[config.mk]
export PLATFORM = sky130hd
export DESIGN_NAME = xmem_stretch_seq
export DESIGN_NICKNAME = d
export VERILOG_FILES = /design/src/rtl/xmem_pkg.sv /design/src/rtl/xmem_ctl.sv /design/src/rtl/xmem_dp.sv /design/src/rtl/xmem_stretch_seq.sv
export SDC_FILE = /design/constraint.sdc
export NUM_CORES = 1
export LEC_CHECK = 0
export BUFFER_PORTS_ARGS = -buffer_cell sky130_fd_sc_hd__buf_2
export CORE_MARGIN = 2
export CORE_UTILIZATION = 44
export DETAILED_ROUTE_END_ITERATION = 12
export PLACE_DENSITY = 0.76
export SKIP_CTS_REPAIR_TIMING = 1
export SLEW_MARGIN = 20
export SYNTH_ARGS = -nofsm -noshare
export SYNTH_HDL_FRONTEND = slang
export SYNTH_SLANG_ARGS = --single-unit
[constraint.sdc]
create_clock -name clk -period 1.3 [get_ports clk]
set_input_delay 0.195 -clock clk [delete_from_list [all_inputs] [get_ports clk]]
set_output_delay 0.195 -clock clk [all_outputs]
set_load 0.05 [all_outputs]
[src/rtl/xmem_pkg.sv]
package xmem_pkg;
  // Strobes from the control FSM to the datapath and bus pins.
  typedef struct packed {
    logic load;       // latch request fields
    logic capture;    // sample external read data
    logic addrValid;  // window active
    logic rdStb;
    logic wrStb;
    logic done;
  } xmemCtl_t;
endpackage

[src/rtl/xmem_ctl.sv]
module xmem_ctl
  import xmem_pkg::*;
#(
  parameter int SW = 3
) (
  input  logic          clk,
  input  logic          rstN,
  input  logic          cpuReq,
  input  logic          cpuWe,
  input  logic [SW-1:0] cfgStretch,
  output xmemCtl_t      ctl
);
  localparam int CW = SW + 1;

  logic          busy;
  logic          isWr;
  logic          doneQ;
  logic [CW-1:0] cnt;
  logic [CW-1:0] lastIdx;
  logic [CW-1:0] wrLast;
  logic          accept;
  logic          lastCycle;
  logic [CW-1:0] lastIdxNext;
  logic [CW-1:0] wrLastNext;

  assign accept    = !busy && cpuReq;
  assign lastCycle = busy && (cnt == lastIdx);

  always_comb begin
    // Window length minus one: read s, write s+1.
    lastIdxNext = CW'(cfgStretch) + (cpuWe ? CW'(1) : CW'(0));
    // Write strobe width with a floor of one cycle.
    wrLastNext  = (cfgStretch == '0) ? CW'(1) : CW'(cfgStretch);
  end

  always_ff @(posedge clk) begin
    if (!rstN) begin
      busy    <= 1'b0;
      isWr    <= 1'b0;
      doneQ   <= 1'b0;
      cnt     <= '0;
      lastIdx <= '0;
      wrLast  <= '0;
    end else begin
      doneQ <= lastCycle;
      if (accept) begin
        busy    <= 1'b1;
        isWr    <= cpuWe;
        cnt     <= '0;
        lastIdx <= lastIdxNext;
        wrLast  <= wrLastNext;
      end else if (lastCycle) begin
        busy <= 1'b0;
      end else if (busy) begin
        cnt <= cnt + CW'(1);
      end
    end
  end

  always_comb begin
    ctl.load      = accept;
    ctl.addrValid = busy;
    ctl.rdStb     = busy && !isWr;
    ctl.wrStb     = busy && isWr && (cnt >= CW'(1)) && (cnt <= wrLast);
    ctl.capture   = busy && !isWr && lastCycle;
    ctl.done      = doneQ;
  end
endmodule

[src/rtl/xmem_dp.sv]
module xmem_dp
  import xmem_pkg::*;
#(
  parameter int AW          = 8,
  parameter int DW          = 8,
  parameter int SW          = 3,
  parameter int RST_STRETCH = 1
) (
  input  logic          clk,
  input  logic          rstN,
  input  xmemCtl_t      ctl,
  input  logic [AW-1:0] cpuAddr,
  input  logic [DW-1:0] cpuWdata,
  input  logic          cfgWe,
  input  logic [SW-1:0] cfgWdata,
  input  logic [DW-1:0] extRdata,
  output logic [SW-1:0] stretch,
  output logic [AW-1:0] addrQ,
  output logic [DW-1:0] wdataQ,
  output logic [DW-1:0] rdataQ
);
  always_ff @(posedge clk) begin
    if (!rstN) begin
      stretch <= SW'(RST_STRETCH);
      addrQ   <= '0;
      wdataQ  <= '0;
      rdataQ  <= '0;
    end else begin
      if (cfgWe)       stretch <= cfgWdata;
      if (ctl.load)    begin
        addrQ  <= cpuAddr;
        wdataQ <= cpuWdata;
      end
      if (ctl.capture) rdataQ <= extRdata;
    end
  end
endmodule

[src/rtl/xmem_stretch_seq.sv]
module xmem_stretch_seq
  import xmem_pkg::*;
#(
  parameter int AW          = 8,
  parameter int DW          = 8,
  parameter int SW          = 3,
  parameter int RST_STRETCH = 1
) (
  input  logic          clk,
  input  logic          rstN,
  input  logic          cpuReq,
  input  logic          cpuWe,
  input  logic [AW-1:0] cpuAddr,
  input  logic [DW-1:0] cpuWdata,
  output logic [DW-1:0] cpuRdata,
  output logic          cpuStall,
  output logic          cpuDone,
  input  logic          cfgWe,
  input  logic [SW-1:0] cfgWdata,
  output logic [SW-1:0] cfgRdata,
  output logic [AW-1:0] extAddr,
  output logic          extAddrValid,
  output logic          extRd,
  output logic          extWr,
  output logic [DW-1:0] extWdata,
  input  logic [DW-1:0] extRdata
);
  xmemCtl_t      ctl;
  logic [SW-1:0] stretch;

  xmem_ctl #(.SW(SW)) uCtl (
    .clk       (clk),
    .rstN      (rstN),
    .cpuReq    (cpuReq),
    .cpuWe     (cpuWe),
    .cfgStretch(stretch),
    .ctl       (ctl)
  );

  xmem_dp #(.AW(AW), .DW(DW), .SW(SW), .RST_STRETCH(RST_STRETCH)) uDp (
    .clk     (clk),
    .rstN    (rstN),
    .ctl     (ctl),
    .cpuAddr (cpuAddr),
    .cpuWdata(cpuWdata),
    .cfgWe   (cfgWe),
    .cfgWdata(cfgWdata),
    .extRdata(extRdata),
    .stretch (stretch),
    .addrQ   (extAddr),
    .wdataQ  (extWdata),
    .rdataQ  (cpuRdata)
  );

  assign cpuStall     = ctl.addrValid;
  assign cpuDone      = ctl.done;
  assign cfgRdata     = stretch;
  assign extAddrValid = ctl.addrValid;
  assign extRd        = ctl.rdStb;
  assign extWr        = ctl.wrStb;
endmodule

# ---- Word-level counts from Yosys, hierarchy flattened
# Cells that the tools add are included.
dict set report word_totals {
  mem_bits_ro 0
  output_inout_bits 32
  mem_count 0
  regBits 42
  elab_cells 34
  latch_bits 0
  ramBits 0
}
dict set report classes {
  div_mod_pow 0
  magnitude_cmp 2
  reduce_logical 13
  bitwise 2
  n_eq_ne 1
  shift 0
  mul 0
  n_addsub 2
  mux 4
}
# operator count
set op_table {}
lappend op_table {{logical AND 1 bit} 7}
lappend op_table {{adder 3 x 4 -> 4 bit} 1}
lappend op_table {{adder 4 x 1 -> 4 bit, second input constant} 1}
lappend op_table {{equality test 4 bit} 1}
lappend op_table {{greater-or-equal comparator 4 x 1 -> 1 bit, second input constant} 1}
lappend op_table {{<= comparator 4 bit} 1}
lappend op_table {{logical NOT 3 bit} 1}
lappend op_table {{two-way mux 1 bit} 3}
lappend op_table {{two-way mux 3 bit} 1}
lappend op_table {{logical NOT 1 bit} 2}
lappend op_table {{inverter 1 bit} 2}
lappend op_table {{AND reduction 2 bit} 1}
lappend op_table {{nonzero test 2 bit} 1}
lappend op_table {{OR reduction 2 bit} 1}

# ---- Longest topological paths before layout
dict set report depth {
  ltp_word 4
  mapped_depth 6
}

# ---- Cells and area by module
# A second synthesis with hierarchy kept.
dict set report hier_totals {
  cells_unflattened 176
  area_unflattened_um2 1811.7
}
# module area_per_inst_um2 n_inst cells_each
set by_module_without_submodules {}
lappend by_module_without_submodules {xmem_dp 1023.5 1 86}
lappend by_module_without_submodules {xmem_ctl 780.7 1 89}
lappend by_module_without_submodules {xmem_stretch_seq 7.5 1 1}

# ---- Worst setup path after synthesis
# OpenSTA, ideal clock, no wires.
dict set report synth_path {
  path_type {register to output}
  from {register uCtl.cnt[1]}
  to {output port extWr}
  path_slack_ps -2304
  n_path_buf 0
  arrival_time_ps 3409
  path_stages_with_launch 6
  cell_sequence {dfxtp_1 -> ha_1 -> nor2b_1 -> o21ai_0 -> a32oi_1 -> a2111oi_0}
}
dict set report synth_via {
  elab_chain_cells 3
  elab_cells_between_ends 4
  classes_between {2 x order compare; 2 x reduce/logical}
}
# item line_no
set synth_lines {}
lappend synth_lines {{from (decl)} xmem_ctl.sv:18} ;# logic [CW-1:0] cnt;
lappend synth_lines {{from (signal assigned)} xmem_ctl.sv:55} ;# cnt <= cnt + CW'(1);
lappend synth_lines {{greater-or-equal comparator 4 x 1 -> 1 bit} xmem_ctl.sv:64} ;# ctl.wrStb = busy && isWr && (cnt >= CW'(1)) && (cnt <= wrLast);
lappend synth_lines {{logical AND 1 bit} xmem_ctl.sv:64}
lappend synth_lines {{logical AND 1 bit *} xmem_ctl.sv:64}
lappend synth_lines {{to (decl)} xmem_stretch_seq.sv:24} ;# output logic extWr,
# Every way passes the cells marked *; elsewhere a longest branch is shown, timed or not.

# ---- Worst setup path after layout
# Ends and elaborated chain as after synthesis.

==> out/results.txt <==
Final #Nets: 327
CTS tree: built
post-route setup slack: -0.623 ns
Routed wire per std cell: 12.7 µm
Max Fclk: 520 MHz
final setup vio count: 14
Layout fillers: 307
Post-Syn Area: 1760 µm²
GPL Wtd Cong: 0.808
die height: 67.2 µm
Startpoint Class: flop
Layout area overhead: 48.0%
largest net degree at the start of global routing: 18
CP Max Fanout: 2
cells after synthesis: 202
Hold Fails Final Rpt: 0
WS Path Type: reg -> out
detailed placer's ending HPWL: 3.00 mm
max-cap violations: 0
CP Data Required Time: 1.11 ns
DRT Pass-1 Iters: 4
top post-synthesis cells by area: dfxtp_1 47%, nand2_1 15%, a21boi_0 9.8%
unrepaired setup endpoints after global routing: yes
Yosys top cell area share: 0.467
row count: 22
Horiz. Die Dim: 67.2 µm
slowest stage cell, crit path: dfxtp_4
final core occ: 0.695
DRC violations left: 0
pre-CTS WS: -0.318 ns
ANT nets after route: 0
depth of the CTS H-tree: 2
worst slew pin tran: 0.267 ns
Crit path max-delay family: compound AO/OA/AOI/OAI gates
worst skew pair latency: 0.29 ns
Reg clk slew, reported paths: 0.07 ns
effective utilization at floorplan: 0.470
layout cells sized above 1: 0.429
Top-Level Pins: 64
total number of vias: 1623
post-route setup TNS: -3.05 ns
max_slew headroom: 0.822
commonest non-fill, non-tap cell in the layout: nand2_1
Min Clock Period, post-route: 1.92 ns
Tot GR Track Use: 0.200
CP max stage delay: 0.35 ns
Num CTS Buffers: 5
CP Capture Type: output port
Max Slew Vio Count: 0
DRT iter0 DRCs: 70
critical-path cell list: ha_4 -> nor2b_4 -> o21ai_2 -> a32oi_2 -> a2111oi_4 -> buf_6
Synth cell types: 23
failing checks: negative setup slack
most frequent cells in the layout: 68 x nand2_1, 60 x buf_2, 35 x dfxtp_1, 22 x a21boi_0, 21 x buf_4
status: finished with violations
setup slack, reg-to-reg: -0.25 ns
remaining global-route overflow: 0
initial antenna violation count: 0
fin crit share: 1.48
first-pass GRT wire length: 6.79 mm
Yosys reg bits: 41
ant diodes: 0
CP arrival: 1.73 ns
DIE AREA: 4520 µm²
Overall Power: 2.96 mW
vias per cell: 4.84
core area: 3740 µm²
total wire length: 4.26 mm
PwrDens: 1140 nW/µm²
hold crit path type: in -> reg
vias in the first global route: 1558
Ys Warns: 0
Root Driver: clkbuf_8
Worst VDD drop: 0.842 mV
sequential share of the synthesized area: 0.467
Pleak: 1.14 nW
Clock Skews: 0.00258 ns
Max Root-Sink Buffers: 2
worst path bufs/invs: 1
Synth Net Count: 242
CTS sink count: 41
syn_area_per_cell: 8.70 µm²
IO Port Bufs: 63
Synth area leader: dfxtp_1
==> state kept, by name (all words and copies together), names as in the netlist <==
signal and flops:
uDp.wdataQ 8, uDp.stretch 3, uCtl.lastIdx 4, uCtl.doneQ 1
uDp.rdataQ 8, uCtl.isWr 1, uCtl.busy 1, uCtl.cnt 4
uCtl.wrLast 3, uDp.addrQ 8
==> final cells by class <==
type | instances | area (µm²) | share of cell area
Inverter | 7 | 30.0 | 0.0115
Timing Repair Buffer | 89 | 566 | 0.217
Clock buffer | 7 | 86.3 | 0.0332
Sequential cell | 41 | 833 | 0.320
Tap cell | 48 | 60.1 | 0.0231
Multi-Input combinational cell | 143 | 1030 | 0.394
==> cell families (layout without fill, tap and decap cells) <==
kind of cell    after synthesis  after routing  share of synthesized area
fa+ha+maj                     8              8                     0.0569
flops                        41             41                      0.467
xor+xnor                      5              5                     0.0249
simple gates                 82             82                      0.194
compound gates               37             37                      0.154
mux                          11             11                     0.0626
buf+inv                      18            103                     0.0406
==> tightest hold or removal path: cells and delay by family <==
kind / cells / cell delay (ns)
multiplexers: 1 / 0.06
buffers and inverters: 1 / 0.08
AND/OR/NAND/NOR: 1 / 0.06
==> metrics by stage <==
stage	area (µm²)	hold slack [ns]	std cells
floorplan	1820	0.323	202
detailed placement	2360	0.422	327
CTS	2440	0.114	334
finish	2600	0.122	335
global placement	2360	0.418	327
global route	2600	0.134	335
==> final timing paths <==
kind,cells after the start,start,to
hold reg to reg,2,uDp.rdataQ[6]$_SDFFE_PN0P_,uDp.rdataQ[6]$_SDFFE_PN0P_
setup / recovery,6,uCtl.cnt[1]$_SDFFE_PP0P_,extWr
hold / removal,3,cfgWdata[0],uDp.stretch[0]$_SDFFE_PN1P_
setup reg to reg,6,uCtl.cnt[1]$_SDFFE_PP0P_,uDp.rdataQ[7]$_SDFFE_PN0P_
==> synthesized netlist by cell type (all sizes together) <==
cell type  number
a2111oi         1
a21boi         23
a21oi           4
a32oi           1
a41o            1
a41oi           1
buf             1
clkbuf         10
dfxtp          41
ha              8
inv             7
mux2i          11
nand2          69
nand3           1
nand4           2
nor2            3
nor2b           4
nor3            1
o211a           1
o21ai           4
o221a           1
or3             2
xnor2           5
==> per-layer routing <==
metal  global-route usage  share of wire  up-vias
met3               0.0500          0.044        5
met2                0.354           0.52       36
li1                     -              -      835
met5                    0              0        -
met4               0.0918          0.017        0
met1                0.225           0.42      747
==> power by group <==
group	total [mW]	internal (mW)	switching [mW]
combinational	0.740	0.287	0.453
sequential	1.38	1.33	0.0559
clock	0.835	0.421	0.414
Power figures use the tool's default switching activity.
